$ cat config.mk
export PLATFORM = sky130hd
export DESIGN_NAME = pport_strobe_top
export DESIGN_NICKNAME = d
export VERILOG_FILES = /design/src/rtl/pport_pkg.sv /design/src/rtl/pport_status_sync.sv /design/src/rtl/pport_regs.sv /design/src/rtl/pport_strobe_gen.sv /design/src/rtl/pport_strobe_top.sv
export SDC_FILE = /design/constraint.sdc
export NUM_CORES = 1
export LEC_CHECK = 0
export ABC_AREA = 1
export BUFFER_PORTS_ARGS = -buffer_cell sky130_fd_sc_hd__buf_4
export CAP_MARGIN = 20
export CORE_ASPECT_RATIO = 0.5
export CORE_MARGIN = 2
export CORE_UTILIZATION = 50
export DETAILED_ROUTE_END_ITERATION = 7
export GPL_TIMING_DRIVEN = 0
export PLACE_DENSITY = 0.76
export SKIP_LAST_GASP = 1
export SLEW_MARGIN = 15
export SYNTH_ARGS = -nofsm -noshare
export SYNTH_HDL_FRONTEND = slang
export SYNTH_SLANG_ARGS = --single-unit
$ cat constraint.sdc
create_clock -name clk -period 3.5 [get_ports clk]
set_input_delay 0.7 -clock clk [delete_from_list [all_inputs] [get_ports clk]]
set_output_delay 0.7 -clock clk [all_outputs]
set_load 0.05 [all_outputs]
$ cat src/rtl/pport_pkg.sv
package pport_pkg;

  localparam int DATA_W    = 8;
  localparam int STATUS_N  = 5;
  localparam int STATUS_LSB = 3;

  localparam logic ADDR_DATA = 1'b0;
  localparam logic ADDR_CTRL = 1'b1;

  typedef struct packed {
    logic prime;       // bit 3
    logic man_level;   // bit 2
    logic fast;        // bit 1
    logic manual;      // bit 0
  } pport_ctrl_t;

  function automatic int ns_to_cycles(input longint unsigned clk_hz,
                                      input longint unsigned ns);
    longint unsigned c;
    c = (clk_hz * ns) / 64'd1_000_000_000;
    if (c == 0) c = 1;
    return int'(c);
  endfunction

endpackage

$ cat src/rtl/pport_status_sync.sv
module pport_status_sync #(
  parameter int WIDTH  = 5,
  parameter int STAGES = 2
) (
  input  logic             clk,
  input  logic             rst,
  input  logic [WIDTH-1:0] async_i,
  output logic [WIDTH-1:0] sync_o
);

  logic [WIDTH-1:0] stage_q [STAGES];

  genvar s;
  generate
    for (s = 0; s < STAGES; s++) begin : g_stage
      if (s == 0) begin : g_first
        always_ff @(posedge clk) begin
          if (rst) stage_q[0] <= '0;
          else     stage_q[0] <= async_i;
        end
      end else begin : g_next
        always_ff @(posedge clk) begin
          if (rst) stage_q[s] <= '0;
          else     stage_q[s] <= stage_q[s-1];
        end
      end
    end
  endgenerate

  assign sync_o = stage_q[STAGES-1];

endmodule

$ cat src/rtl/pport_regs.sv
module pport_regs
  import pport_pkg::*;
#(
  parameter int DW = DATA_W
) (
  input  logic                clk,
  input  logic                rst,
  input  logic                bus_sel,
  input  logic                bus_wr,
  input  logic                bus_addr,
  input  logic [DW-1:0]       bus_wdata,
  input  logic [STATUS_N-1:0] status_i,
  output logic [DW-1:0]       bus_rdata,
  output pport_ctrl_t         ctrl_q,
  output logic [DW-1:0]       data_q,
  output logic                data_wr
);

  localparam int CTRL_W = $bits(pport_ctrl_t);

  logic ctrl_wr;
  logic rd_req;

  assign data_wr = bus_sel &&  bus_wr && (bus_addr == ADDR_DATA);
  assign ctrl_wr = bus_sel &&  bus_wr && (bus_addr == ADDR_CTRL);
  assign rd_req  = bus_sel && !bus_wr;

  always_ff @(posedge clk) begin
    if (rst) begin
      ctrl_q <= '0;
    end else if (ctrl_wr) begin
      ctrl_q <= pport_ctrl_t'(bus_wdata[CTRL_W-1:0]);
    end
  end

  always_ff @(posedge clk) begin
    if (rst) begin
      data_q <= '0;
    end else if (data_wr) begin
      data_q <= bus_wdata;
    end
  end

  logic [DW-1:0] status_word;
  logic [DW-1:0] ctrl_word;

  always_comb begin
    status_word = '0;
    status_word[STATUS_LSB +: STATUS_N] = status_i;
    ctrl_word = '0;
    ctrl_word[CTRL_W-1:0] = ctrl_q;
  end

  always_ff @(posedge clk) begin
    if (rst) begin
      bus_rdata <= '0;
    end else if (rd_req) begin
      bus_rdata <= (bus_addr == ADDR_DATA) ? status_word : ctrl_word;
    end
  end

endmodule

$ cat src/rtl/pport_strobe_gen.sv
module pport_strobe_gen #(
  parameter int SLOW_CYC = 64,
  parameter int FAST_CYC = 16
) (
  input  logic clk,
  input  logic rst,
  input  logic start,
  input  logic fast_sel,
  input  logic manual,
  input  logic man_level,
  output logic strobe_n
);

  localparam int MAX_CYC = (SLOW_CYC > FAST_CYC) ? SLOW_CYC : FAST_CYC;
  localparam int CNT_W   = $clog2(MAX_CYC + 1);
  localparam logic [CNT_W-1:0] SLOW_LOAD = CNT_W'(SLOW_CYC);
  localparam logic [CNT_W-1:0] FAST_LOAD = CNT_W'(FAST_CYC);
  localparam logic [CNT_W-1:0] ONE       = CNT_W'(1);

  logic [CNT_W-1:0] cnt_q;

  always_ff @(posedge clk) begin
    if (rst) begin
      cnt_q    <= '0;
      strobe_n <= 1'b1;
    end else if (manual) begin
      cnt_q    <= '0;
      strobe_n <= ~man_level;
    end else if (start) begin
      cnt_q    <= fast_sel ? FAST_LOAD : SLOW_LOAD;
      strobe_n <= 1'b0;
    end else begin
      if (cnt_q != '0) cnt_q <= cnt_q - ONE;
      strobe_n <= !(cnt_q > ONE);
    end
  end

endmodule

$ cat src/rtl/pport_strobe_top.sv
module pport_strobe_top
  import pport_pkg::*;
#(
  parameter int CLK_HZ      = 100_000_000,
  parameter int SLOW_NS     = 6400,
  parameter int FAST_NS     = 1600,
  parameter int SYNC_STAGES = 2
) (
  input  logic       clk,
  input  logic       rst,
  input  logic       bus_sel,
  input  logic       bus_wr,
  input  logic       bus_addr,
  input  logic [7:0] bus_wdata,
  output logic [7:0] bus_rdata,
  input  logic       prn_busy,
  input  logic       prn_paper_empty,
  input  logic       prn_select,
  input  logic       prn_fault,
  input  logic       prn_ack,
  output logic [7:0] pdata,
  output logic       strobe_n,
  output logic       prime_o
);

  localparam int SLOW_CYC = ns_to_cycles(longint'(CLK_HZ), longint'(SLOW_NS));
  localparam int FAST_CYC = ns_to_cycles(longint'(CLK_HZ), longint'(FAST_NS));

  logic [STATUS_N-1:0] status_raw;
  logic [STATUS_N-1:0] status_sync;
  pport_ctrl_t         ctrl_q;
  logic [DATA_W-1:0]   data_q;
  logic                data_wr;
  logic                auto_start;

  // order sets bit positions 3..7 of the status word
  assign status_raw = {prn_ack, prn_fault, prn_select, prn_paper_empty, prn_busy};

  pport_status_sync #(
    .WIDTH  (STATUS_N),
    .STAGES (SYNC_STAGES)
  ) u_sync (
    .clk     (clk),
    .rst     (rst),
    .async_i (status_raw),
    .sync_o  (status_sync)
  );

  pport_regs #(
    .DW (DATA_W)
  ) u_regs (
    .clk       (clk),
    .rst       (rst),
    .bus_sel   (bus_sel),
    .bus_wr    (bus_wr),
    .bus_addr  (bus_addr),
    .bus_wdata (bus_wdata),
    .status_i  (status_sync),
    .bus_rdata (bus_rdata),
    .ctrl_q    (ctrl_q),
    .data_q    (data_q),
    .data_wr   (data_wr)
  );

  assign auto_start = data_wr && !ctrl_q.manual;

  pport_strobe_gen #(
    .SLOW_CYC (SLOW_CYC),
    .FAST_CYC (FAST_CYC)
  ) u_strobe (
    .clk       (clk),
    .rst       (rst),
    .start     (auto_start),
    .fast_sel  (ctrl_q.fast),
    .manual    (ctrl_q.manual),
    .man_level (ctrl_q.man_level),
    .strobe_n  (strobe_n)
  );

  assign pdata   = data_q;
  assign prime_o = ctrl_q.prime;

endmodule

==> flow_summary.toml <==
[run_status]
status = "completed"

[synthesis]
synthesis.area_sq_um = 1710
syn_avg_cell_area_sq_um = 7.85
synth.ff_latch_count = 41
ys_warn_count = 0
synth_cell_types = 27
ys_seq_area_share_pct = 48.0
synth_cells = 218
syn_nets = 238

[die]
die_w_microns = 86.7
io_pins = 36
core-area_sq_um = 3140
rows = 14
start_util_pct = 54.5
die_h_microns = 45.4
fp.dieArea_sq_um = 3930

[timing]
finalWorstSetupSlack_ps = 1910
fin_crit_sh_pct = 45.3
hold_viol = 0
max_freq_ghz = 0.631
finalClockSkew_ps = 9.42
tightest_slew_ps = 428
final-setup-viol-count = 0
slew_viol_final = 0
rsz0062_at_grt = "false"
setup_tns_ps = 0
slew_headroom_pct = 71.5
min_period_ps = 1590

[detailed_routing]
vias = 1469
drtIter0Drc = 38
drt-total-wl_mm = 3.39
wl_per_cell_microns = 11.3
antenna_left = 0
drt_first_pass_iters = 4
remaining_drc_errors = 0
viasPerCell = 4.90

[placed_design]
hpwl_mm = 2.47
place_congestion = 0.846
place_ws_ps = 1800
place_inst = 292
numPortBuffers = 34
place_area_sq_um = 2020

[layout]
layout.nets = 279
n_antenna_cell = 0
final_core_util_pct = 67.3
design_area_sq_um = 2110
final_cells = 300
register_area_sq_um = 821
fill_cells = 250
drive_gt1_share_pct = 24.2
area_delta_synth_final_pct = 23.3
multi_input_area_sq_um = 742

[critical_path]
cp_cell_sequence = "buf_4"
cp.buffers_inverters = 1
crit_path_start_kind = "register"
critical-path-top-delay-family = "flip-flops"
arrival_ps = 890
cp_slowest_cell = "dfxtp_1"
worstPathRequired_ps = 2800
end_kind = "primary output"
critical_path_class = "reg2out"
cp_slowest_stage_delay_ps = 370
worst-path-max-fanout = 3

[cts]
clkTransAtPathRegs_ps = 90
cts_tree = "done"
cts-root-buf = "clkbuf_8"
htree_levels = 2
cts_hold_buf = 0
cts_resized = 0
cts_buffers = 5
clock_sinks = 41
post_cts_buffers = 0
clockBufferDepth = 2
clk_latency_ps = 310

[run]
maxCapViolations = 0

[pwr]
powerDensity_nw_per_um2 = 742
peakVddDrop_mv = 0.346
power_leakage_nw = 0.982
power_frac_clock_pct = 20.6
netSwitchingFraction_pct = 40.9
p_int_mw = 0.925
power.net_switching_mw = 0.641
pwr-share-seq_pct = 38.1
pwr-share-comb_pct = 41.3

[global_route]
grt_pass1_vias = 1338
grt.overflow.total = 0
antenna_found_initial = 0
grt_pass1_wl_mm = 5.88
track_usage_pct = 20.0
grt_max_degree = 16

[min_path]
hp-class = "reg2reg"
## registers in the layout, summed over array words and instances, names as in the netlist
| signal | count |
|---|---|
| u_strobe.cnt_q | 10 |
| u_regs.bus_rdata | 8 |
| u_strobe.strobe_n | 1 |
| u_sync.stage_q | 10 |
| u_regs.data_q | 8 |
| u_regs.ctrl_q | 4 |
## Yosys cell counts (all sizes together)
master	number	share of area, %
a21boi	1	0.44
a21oi	18	5.5
and2	1	0.44
buf	2	1.1
clkbuf	3	0.66
clkinv	1	0.51
dfxtp	41	48
ha	2	1.5
inv	29	6.4
nand2	33	8.9
nand3	18	6.0
nand4	6	2.2
nor2	47	14
nor3	1	0.29
o21ai	13	3.8
or2	1	0.37
xor2	1	0.51
## layout make-up
class                           count  share of cell area, %
Buffer                              5                   1.42
Inverter                           30                   5.58
Sequential cell                    41                   38.9
Tap cell                           40                   2.37
Multi-Input combinational cell    142                   35.2
Timing Repair Buffer               34                   12.1
Clock buffer                        5                   3.26
Clock inverter                      3                   1.19
## kinds of logic after synthesis
family	share of synthesized area, %
xor gates and xnor gates	0.512
AOI/OAI and AO/OA	9.73
adders and majority gates	1.46
and+or+nand+nor	31.7
DFF	48.0
buffers and inverters	8.63
## worst paths after layout
check                           slack [ps]                         endpoint  depth (start not counted)                             from
worst max-delay path                  1910                          prime_o                          1    u_regs.ctrl_q[3]$_SDFFE_PP0P_
worst min-delay path                   410  u_sync.stage_q[1][1]$_SDFF_PP0_                          2  u_sync.stage_q[0][1]$_SDFF_PP0_
worst max register to register        1940   u_strobe.cnt_q[1]$_SDFFE_PP0P_                          7   u_strobe.cnt_q[0]$_SDFFE_PP0P_
worst min register to register         410  u_sync.stage_q[1][1]$_SDFF_PP0_                          2  u_sync.stage_q[0][1]$_SDFF_PP0_
## per-stage QoR
step / hold WS (ps) / power [mW]
5_1_grt: 418 / 1.70
2_1_floorplan: 388 / 1.14
3_3_place_gp: 390 / 1.24
6_report: 405 / 1.57
4_1_cts: 406 / 1.58
3_5_place_dp: 393 / 1.26
## power by group through the flow
stage | logic (mW) | registers [mW] | clock network [mW]
final | 0.647 | 0.597 | 0.322
after global routing | 0.742 | 0.606 | 0.354
after CTS | 0.652 | 0.597 | 0.330
after detailed placement | 0.650 | 0.607 | 0
after global placement | 0.634 | 0.606 | 0
after floorplan | 0.501 | 0.635 | 0
## routing by layer
metal  up-vias  share of wire [%]  track usage (%)  wire length [microns]
li1        775                  -                -                      -
met4         0               0.74             5.63                     25
met2        17                 48             33.2                   1620
met1       672                 48             23.6                   1620
met3         5                3.9             9.69                    131
met5         -                  0                0                      0
## worst reg2reg max path: stages (launching register included)
cell,delay [ps]
dfxtp_1,340
inv_1,200
ha_1,350
nand2_4,120
nor2_8,160
nand2_4,100
o21ai_1,130
a21oi_1,60
## cell usage in the layout (no fill, tap or decap), types with 2 or more instances in the layout
cell type  count
dfxtp_1       41
nor2_1        40
buf_4         35
nand2_1       28
inv_1         27
nand3_1       17
a21oi_1       17
o21ai_0       12
nand4_1        6
clkbuf_8       5
clkbuf_1       3
nand2_4        3
nor2_2         3
nor2_4         2
inv_2          2
nor2_8         2
clkinv_4       2
nand2_2        2
ha_1           2
Note: power is estimated with default switching activity, not from simulation.
